==> src/rtl/ssc_pkg.sv <==
package ssc_pkg;

    localparam int DEPTH_W = 8;

    typedef logic [DEPTH_W-1:0] depth_t;

    typedef enum logic [1:0] {
        SEL80_D100 = 2'b00,
        SEL80_OFF  = 2'b01,
        SEL80_D50  = 2'b10,
        SEL80_D75  = 2'b11
    } sel80_e;

    localparam depth_t DEPTH_NONE = depth_t'(0);
    localparam depth_t DEPTH_50   = depth_t'(50);
    localparam depth_t DEPTH_75   = depth_t'(75);
    localparam depth_t DEPTH_100  = depth_t'(100);

    // Depth for the channel with a plain on/off control
    function automatic depth_t depth_of_switch(input logic on);
        return on ? DEPTH_50 : DEPTH_NONE;
    endfunction

    // Depth for the channel with a two-bit code
    function automatic depth_t depth_of_code(input sel80_e code);
        depth_t d;
        case (code)
            SEL80_D100: d = DEPTH_100;
            SEL80_D50:  d = DEPTH_50;
            SEL80_D75:  d = DEPTH_75;
            default:    d = DEPTH_NONE;
        endcase
        return d;
    endfunction

endpackage

==> src/rtl/ssc_step_div.sv <==
module ssc_step_div #(
    parameter int STEP_DIV = 25
) (
    input  logic clk,
    input  logic rst,
    input  logic tick_i,
    input  logic en_i,
    output logic step_o
);
    localparam int CNT_W = (STEP_DIV > 1) ? $clog2(STEP_DIV) : 1;
    localparam logic [CNT_W-1:0] LAST = CNT_W'(STEP_DIV - 1);

    logic [CNT_W-1:0] cnt_q;
    logic             adv;

    assign adv    = tick_i & en_i;
    assign step_o = adv & (cnt_q == LAST);

    always_ff @(posedge clk) begin
        if (rst) begin
            cnt_q <= '0;
        end else if (adv) begin
            cnt_q <= (cnt_q == LAST) ? '0 : cnt_q + 1'b1;
        end
    end
endmodule

==> src/rtl/ssc_tri_chan.sv <==
module ssc_tri_chan
    import ssc_pkg::*;
#(
    parameter int HALF_LOG2 = 4,
    parameter int OFS_W     = 12
) (
    input  logic                    clk,
    input  logic                    rst,
    input  logic                    step_i,
    input  depth_t                  depth_req_i,
    output logic signed [OFS_W-1:0] offset_o,
    output logic                    wrap_o
);
    localparam int PH_W = HALF_LOG2 + 1;
    localparam int PW   = DEPTH_W + PH_W;
    localparam logic [PH_W-1:0] PH_LAST = {PH_W{1'b1}};

    logic [PH_W-1:0] ph_q;
    depth_t          depth_q;
    logic            wrap_q;
    logic [PH_W-1:0] pos;
    logic [PW-1:0]   prod;
    logic [PW-1:0]   mag;

    always_ff @(posedge clk) begin
        if (rst) begin
            ph_q    <= '0;
            depth_q <= DEPTH_NONE;
            wrap_q  <= 1'b0;
        end else begin
            wrap_q <= 1'b0;
            if (step_i) begin
                if (ph_q == '0) begin
                    // top of triangle: only place a new depth is accepted
                    depth_q <= depth_req_i;
                    ph_q    <= (depth_req_i != DEPTH_NONE) ? PH_W'(1) : '0;
                end else begin
                    ph_q   <= ph_q + 1'b1;
                    wrap_q <= (ph_q == PH_LAST);
                end
            end
        end
    end

    // fold the phase into a distance from the top: 0..H..1
    assign pos  = ph_q[PH_W-1] ? (PH_W'(0) - ph_q) : ph_q;
    assign prod = PW'(depth_q) * PW'(pos);
    assign mag  = prod >> HALF_LOG2;

    assign offset_o = $signed(OFS_W'(0) - OFS_W'(mag));
    assign wrap_o   = wrap_q;
endmodule

==> src/rtl/ssc_profile_gen.sv <==
module ssc_profile_gen
    import ssc_pkg::*;
#(
    parameter int STEP_DIV  = 25,
    parameter int HALF_LOG2 = 4,
    parameter int OFS_W     = 12
) (
    input  logic                    clk,
    input  logic                    rst,
    input  logic                    ref_tick,
    input  logic                    run_en,
    input  logic                    spread100_on,
    input  logic [1:0]              sel80,
    output logic signed [OFS_W-1:0] ofs100,
    output logic                    wrap100,
    output logic signed [OFS_W-1:0] ofs80,
    output logic                    wrap80
);
    localparam int N_CH = 2;

    logic   step;
    depth_t req [N_CH];
    logic signed [OFS_W-1:0] ofs [N_CH];
    logic   wrap [N_CH];

    ssc_step_div #(.STEP_DIV(STEP_DIV)) u_div (
        .clk    (clk),
        .rst    (rst),
        .tick_i (ref_tick),
        .en_i   (run_en),
        .step_o (step)
    );

    assign req[0] = depth_of_switch(spread100_on);
    assign req[1] = depth_of_code(sel80_e'(sel80));

    for (genvar c = 0; c < N_CH; c++) begin : g_chan
        ssc_tri_chan #(
            .HALF_LOG2 (HALF_LOG2),
            .OFS_W     (OFS_W)
        ) u_chan (
            .clk         (clk),
            .rst         (rst),
            .step_i      (step),
            .depth_req_i (req[c]),
            .offset_o    (ofs[c]),
            .wrap_o      (wrap[c])
        );
    end

    assign ofs100  = ofs[0];
    assign wrap100 = wrap[0];
    assign ofs80   = ofs[1];
    assign wrap80  = wrap[1];
endmodule

==> config.mk <==
export PLATFORM = sky130hd
export DESIGN_NAME = ssc_profile_gen
export DESIGN_NICKNAME = d
export VERILOG_FILES = /design/src/rtl/ssc_pkg.sv /design/src/rtl/ssc_step_div.sv /design/src/rtl/ssc_tri_chan.sv /design/src/rtl/ssc_profile_gen.sv
export SDC_FILE = /design/constraint.sdc
export NUM_CORES = 1
export LEC_CHECK = 0
export BUFFER_PORTS_ARGS = -buffer_cell sky130_fd_sc_hd__buf_2
export CORE_MARGIN = 1.5
export CORE_UTILIZATION = 45
export CTS_BUF_LIST = sky130_fd_sc_hd__clkbuf_4
export DETAILED_ROUTE_END_ITERATION = 10
export SLEW_MARGIN = 25
export SYNTH_ARGS = -nofsm -noshare
export SYNTH_HDL_FRONTEND = slang
export SYNTH_SLANG_ARGS = --single-unit
==> constraint.sdc <==
create_clock -name clk -period 7.1 [get_ports clk]
set_input_delay 1.42 -clock clk [delete_from_list [all_inputs] [get_ports clk]]
set_output_delay 1.42 -clock clk [all_outputs]
set_load 0.02 [all_outputs]
; ---- Word-level counts from Yosys, hierarchy flattened
; Cells that the tools add are included.
[classes]
addsub = 7
n_mul = 2
eq_ne = 5
mux = 9
bitwise_logic = 3
reduce_logical = 9
[op_table]
columns = operator, count
row1 = $mul 8x5->13, 2
row2 = $mux 5, 5
row3 = $pmux 7 s3, 1
row4 = $sub 1x9->10 const A, 2
row5 = $reduce_bool 8->1, 2
row6 = $add 5x1->5 const B, 3
row7 = $eq 5x5->1 const B, 3
row8 = $logic_not 5->1, 2
row9 = $sub 1x5->5 const A, 2
row10 = $mux 6, 1
row11 = $reduce_or 3->1, 2
row12 = $eq 2x2->1 const B, 2
row13 = $reduce_and 2->1, 2
row14 = $and 1x1->1, 2
row15 = $logic_not 2->1, 1
row16 = $mux 1, 2
row17 = $not 1->1, 1
[word_totals]
reg_bits = 33
in_bits = 7
output_inout_bits = 26
wordCells = 42

; ---- Depth between registers and ports, before layout
[logic_depth]
depth_word = 5
ltp_mapped = 23
mapped_depth_nobuf = 22

; ---- Hierarchy
; Synthesis repeated with hierarchy kept, for this count alone.
[hier_totals]
cells_unflattened = 578
hier_area_um2 = 4738.3
[by_module_without_submodules]
columns = module, n_inst, cells_each, area_each_um2, seq_area_each_um2
row1 = ssc_tri_chan at g_chan[1].u_chan, 1, 268, 2215.9, 280.3
row2 = ssc_tri_chan at g_chan[0].u_chan, 1, 270, 2183.3, 280.3
row3 = ssc_step_div, 1, 29, 241.5, 100.1
row4 = ssc_profile_gen, 1, 11, 97.6, 0.0

; ---- Least setup slack after synthesis
; OpenSTA, ideal clock, no wires.
[synth_path]
kind = reg2out
start = register g_chan[1].u_chan.ph_q[0]
end = output ofs80[7]
arrival_time_ns = 5.215
required_time_ns = 5.680
path_slack_ns = 0.465
stages_incl_launch_ff = 20
n_path_buf = 1
path_cell_list = dfxtp_1 -> buf_2 -> inv_1 -> ha_1 -> nor4bb_1 -> and2_1 -> inv_1 -> fa_1 -> inv_1 -> fa_1 -> fa_1 -> ha_1 -> and3_1 -> or2_1 -> or3_4 -> a21oi_4 -> o221ai_2 -> mux2_4 -> a221oi_2 -> xnor2_1
[synth_via]
elab_chain_cells = 4
[synth_lines]
columns = element, line_no
row1 = "start, declared", ssc_tri_chan.sv:18  ; logic [PH_W-1:0] ph_q;
row2 = "start signal, assigned", ssc_tri_chan.sv:36  ; ph_q <= (depth_req_i != DEPTH_NONE) ? PH_W'(1) : '0;
row3 = "start signal, assigned", ssc_tri_chan.sv:38  ; ph_q <= ph_q + 1'b1;
row4 = $sub 1x5->5, ssc_tri_chan.sv:46  ; assign pos = ph_q[PH_W-1] ? (PH_W'(0) - ph_q) : ph_q;
row5 = $mux 5 *, ssc_tri_chan.sv:46
row6 = $mul 8x5->13 *, ssc_tri_chan.sv:47  ; assign prod = PW'(depth_q) * PW'(pos);
row7 = $sub 1x9->10 *, ssc_tri_chan.sv:50  ; assign offset_o = $signed(OFS_W'(0) - OFS_W'(mag));
row8 = "end, declared", ssc_profile_gen.sv:16  ; output logic signed [OFS_W-1:0] ofs80,
; Mark *: on every way between the ends. The rest lies on a longest branch, timed or not.

; ---- Worst setup path in the final report
; Ends and elaborated chain as after synthesis.

==> flow_summary.ini <==
[logic_synthesis]
netlist_instances = 378
synth.distinct_cells = 53
yosysSeqAreaShare_pct = 15.46
synthArstFlopShare_pct = 0
yosys.area.top_type = ha_1
synth_edf_count = 0
yosys_warnings = 0
syn-num-nets = 452
ys_ff_latch = 24
synth_ff_type = dfxtp_1
synth.area.top_cells = ha_1 (21%), dfxtp_1 (15%), fa_1 (9.7%), xor2_1 (4.2%), inv_1 (4.1%)
syn_avg_cell_area_sq_um = 8.222
syn_area_sq_mm = 0.003108
synth_top_area_share_pct = 20.93

[status]
status = finished, final reports clean

[cts]
root_buffer = clkbuf_4
worstSkewPairLatency_ps = 310
clock_sinks = 24
ctsHtreeMaxLevel = 1
cts_hold_buf = 0
cts_tree = yes
clkTransAtPathRegs_ps = 120
cts_buffers = 3
cts_max_path_buffers = 2

[timing]
period_share_pct = 96.46
finClkSkew_ps = 6.607
worst_pin_slew_ps = 736.2
setup_viol = 0
max_freq_mhz = 146.0
hold_viol = 0
maxSlewViolCount = 0
relSlewSlack_pct = 50.23
tns_ps = 0
finalCriticalPeriod_ps = 6848

[route]
drt-wirelength-per-cell_microns = 11.77
routed_via_density = 5.311
vias = 2565
drt_iter0_markers = 65
drc_errors = 0
first_pass_iters = 4
drt_wl_total_microns = 5686
ant_nets = 0

[grt]
grt.overflow.total = 0
grt_pass1_wl_microns = 9949
grt_use_met1_pct = 22.77
busiest_layer = met2
grt_pass1_vias = 2274
grt.met2_usage_pct = 26.27
grt_antenna_before_repair = 0
met3_usage_pct = 0.7700
track_usage_pct = 15.86
grt_max_degree = 25

[die]
fp.dieH_microns = 86.11
fp.dieArea_sq_mm = 0.007414
die_x_microns = 86.11
design.core.area_sq_mm = 0.006719
rows = 30
start_util_pct = 46.26
ios = 33

[worst_setup_path]
reg2reg_depth = 7
crit_family = adder cells
crit_path_max_fanout = 8
cp_cell_sequence = inv_1, ha_2, nor4bb_2, buf_4, and2_1, fa_1, fa_1, inv_1, fa_1, inv_1, ha_2, and3_1, or2_1, or3_4, a21oi_4, o221ai_2, mux2_4, a221oi_2, xnor2_1, buf_4
worst-path-buf-inv = 5
critPathArrivalTime_ps = 5430
crit_start = g_chan[1].u_chan.ph_q[0]
worstReg2RegStart = g_chan[1].u_chan.ph_q[0]
worst-setup-path-type = reg2out
endpoint = ofs80[7]
end_kind = output port
slowest_delay_ps = 540
rrSetupSlack_ps = 5050
rr_endpoint = g_chan[1].u_chan.depth_q[1]
cp_slowest_cell = fa_1
cp-start-kind = register
crit_cells = 20
crit_required_ps = 5680

[placed_design]
dp_hpwl_microns = 4671
dpl-instance-area_sq_mm = 0.003299
io_buffers = 32
dp.cells = 476
place_congestion = 0.8126

[layout]
fin_util_pct = 50.71
antenna_cells = 0
syn2layout_area_growth_pct = 9.622
fillers = 667
stdcell_area_sq_mm = 0.003407
finalNonFillerCells = 483
drive_above_1_share_pct = 15.14
nets = 478

[run]
cap_violations = 0

[hold_path]
hold_path_class = reg2reg
min_path_cells = 2

[power]
p_per_area_mw_per_mm2 = 59.78
ir_drop_mv = 0.08885
p_leak_nw = 1.761
finalPower_uw = 203.7
-- how the worst min path moves through the flow --
stage / startpoint / endpoint / slack [ps]
floorplan: g_chan[1].u_chan.depth_q[4] / g_chan[1].u_chan.depth_q[4] / 470
global placement: u_div.cnt_q[1] / u_div.cnt_q[1] / 500
detailed placement: u_div.cnt_q[1] / u_div.cnt_q[1] / 500
CTS: u_div.cnt_q[1] / u_div.cnt_q[1] / 520
global route: g_chan[1].u_chan.ph_q[0] / g_chan[1].u_chan.ph_q[0] / 560
finish: g_chan[1].u_chan.ph_q[0] / g_chan[1].u_chan.ph_q[0] / 510
-- report_power, final --
part           switching [mW]  leakage (nW)  total [mW]  internal, mW
Combinational         0.00586          1.55     0.00959       0.00373
Clock                  0.0378        0.0154      0.0583        0.0205
Sequential           0.000803         0.195       0.136         0.135
Total                  0.0445          1.76       0.204         0.159
-- final cells by class --
type,count,area [sq um],area share [%]
inverter,34,127.6,3.746
multi-input combinational,304,2467,72.42
sequential,24,485.5,14.25
clock buffer,3,22.52,0.6610
clock inverter,1,3.754,0.1102
tap,80,100.1,2.938
timing repair buffer,37,200.2,5.876
-- metrics by stage --
stage	setup WS, ps	hold WS (ps)
detailed placement	246.0	504.6
floorplan	465.2	469.6
CTS	5.139	524.3
finish	251.6	514.0
global route	-29.04	560.2
global placement	373.8	496.0
-- routing by layer --
layer  vias to the layer above  part of all wire, %
met3                         8                  2.1
met1                      1185                   52
met2                        40                   45
met5                         -                    0
met4                         0                  1.0
li1                       1332                    -
-- cells in the final DEF, fill, tap and decap left out, types with 8 or more instances in the layout --
master | Yosys | layout
inv_1 | 34 | 34
and2_1 | 18 | 17
buf_2 | 1 | 31
fa_1 | 15 | 15
ha_1 | 52 | 49
nor2b_1 | 14 | 12
xor2_1 | 15 | 14
xnor2_1 | 13 | 12
a21oi_1 | 19 | 19
nand2_1 | 26 | 26
nor2_1 | 34 | 34
dfxtp_1 | 24 | 22
nor3_1 | 12 | 12
nand2b_1 | 8 | 8
-- what timing repair did --
item                                    CTS  global route
endpoints found under the setup margin    2             7
cloned                                    0             0
pin swaps                                 0             2
setup buffers                             0             3
resized for setup                         2            14
-- worst min-delay path, cell delays in order (launching register included) --
cell     delay, ps
dfxtp_4        390
nand2_1         60
a21oi_1         50
-- state kept, by name (all words and copies together), names as in the netlist --
signal and count:
g_chan.u_chan.wrap_o 2, u_div.cnt_q 5, g_chan.u_chan.depth_q 7, g_chan.u_chan.ph_q 10
-- cell usage after synthesis, types with 2 or more instances --
| cell | instances |
|---|---|
| and2_1 | 18 |
| o31ai_1 | 3 |
| ha_1 | 52 |
| and4_1 | 2 |
| xor2_1 | 15 |
| nor2b_1 | 14 |
| nor3_1 | 12 |
| nand3_1 | 7 |
| buf_4 | 4 |
| o21a_1 | 4 |
| a21oi_1 | 19 |
| nor4_1 | 2 |
| nand2_1 | 26 |
| nand4_1 | 7 |
| clkbuf_1 | 9 |
| a22oi_1 | 5 |
| dfxtp_1 | 24 |
| xnor2_1 | 13 |
| inv_1 | 34 |
| mux2_4 | 2 |
| a21boi_0 | 2 |
| mux2i_1 | 2 |
| nor2_1 | 34 |
| nor4b_1 | 3 |
| a21o_1 | 3 |
| fa_1 | 15 |
| and3_1 | 7 |
| o21ai_0 | 8 |
| nand2b_1 | 8 |
-- logic make-up (layout without fill, tap and decap cells) --
| logic type | count (synthesis) | in the layout | share of synthesized area (%) |
|---|---|---|---|
| adder cells (fa/ha/maj) | 67 | 67 | 30.60 |
| buffers and inverters | 50 | 75 | 6.803 |
| flip-flops | 24 | 24 | 15.46 |
| multiplexers | 4 | 4 | 1.610 |
| AND/OR/NAND/NOR | 149 | 149 | 25.44 |
| AO/OA/AOI/OAI | 56 | 56 | 12.20 |
| XOR/XNOR | 28 | 28 | 7.891 |
No activity file was read; power rests on OpenSTA's default activity.
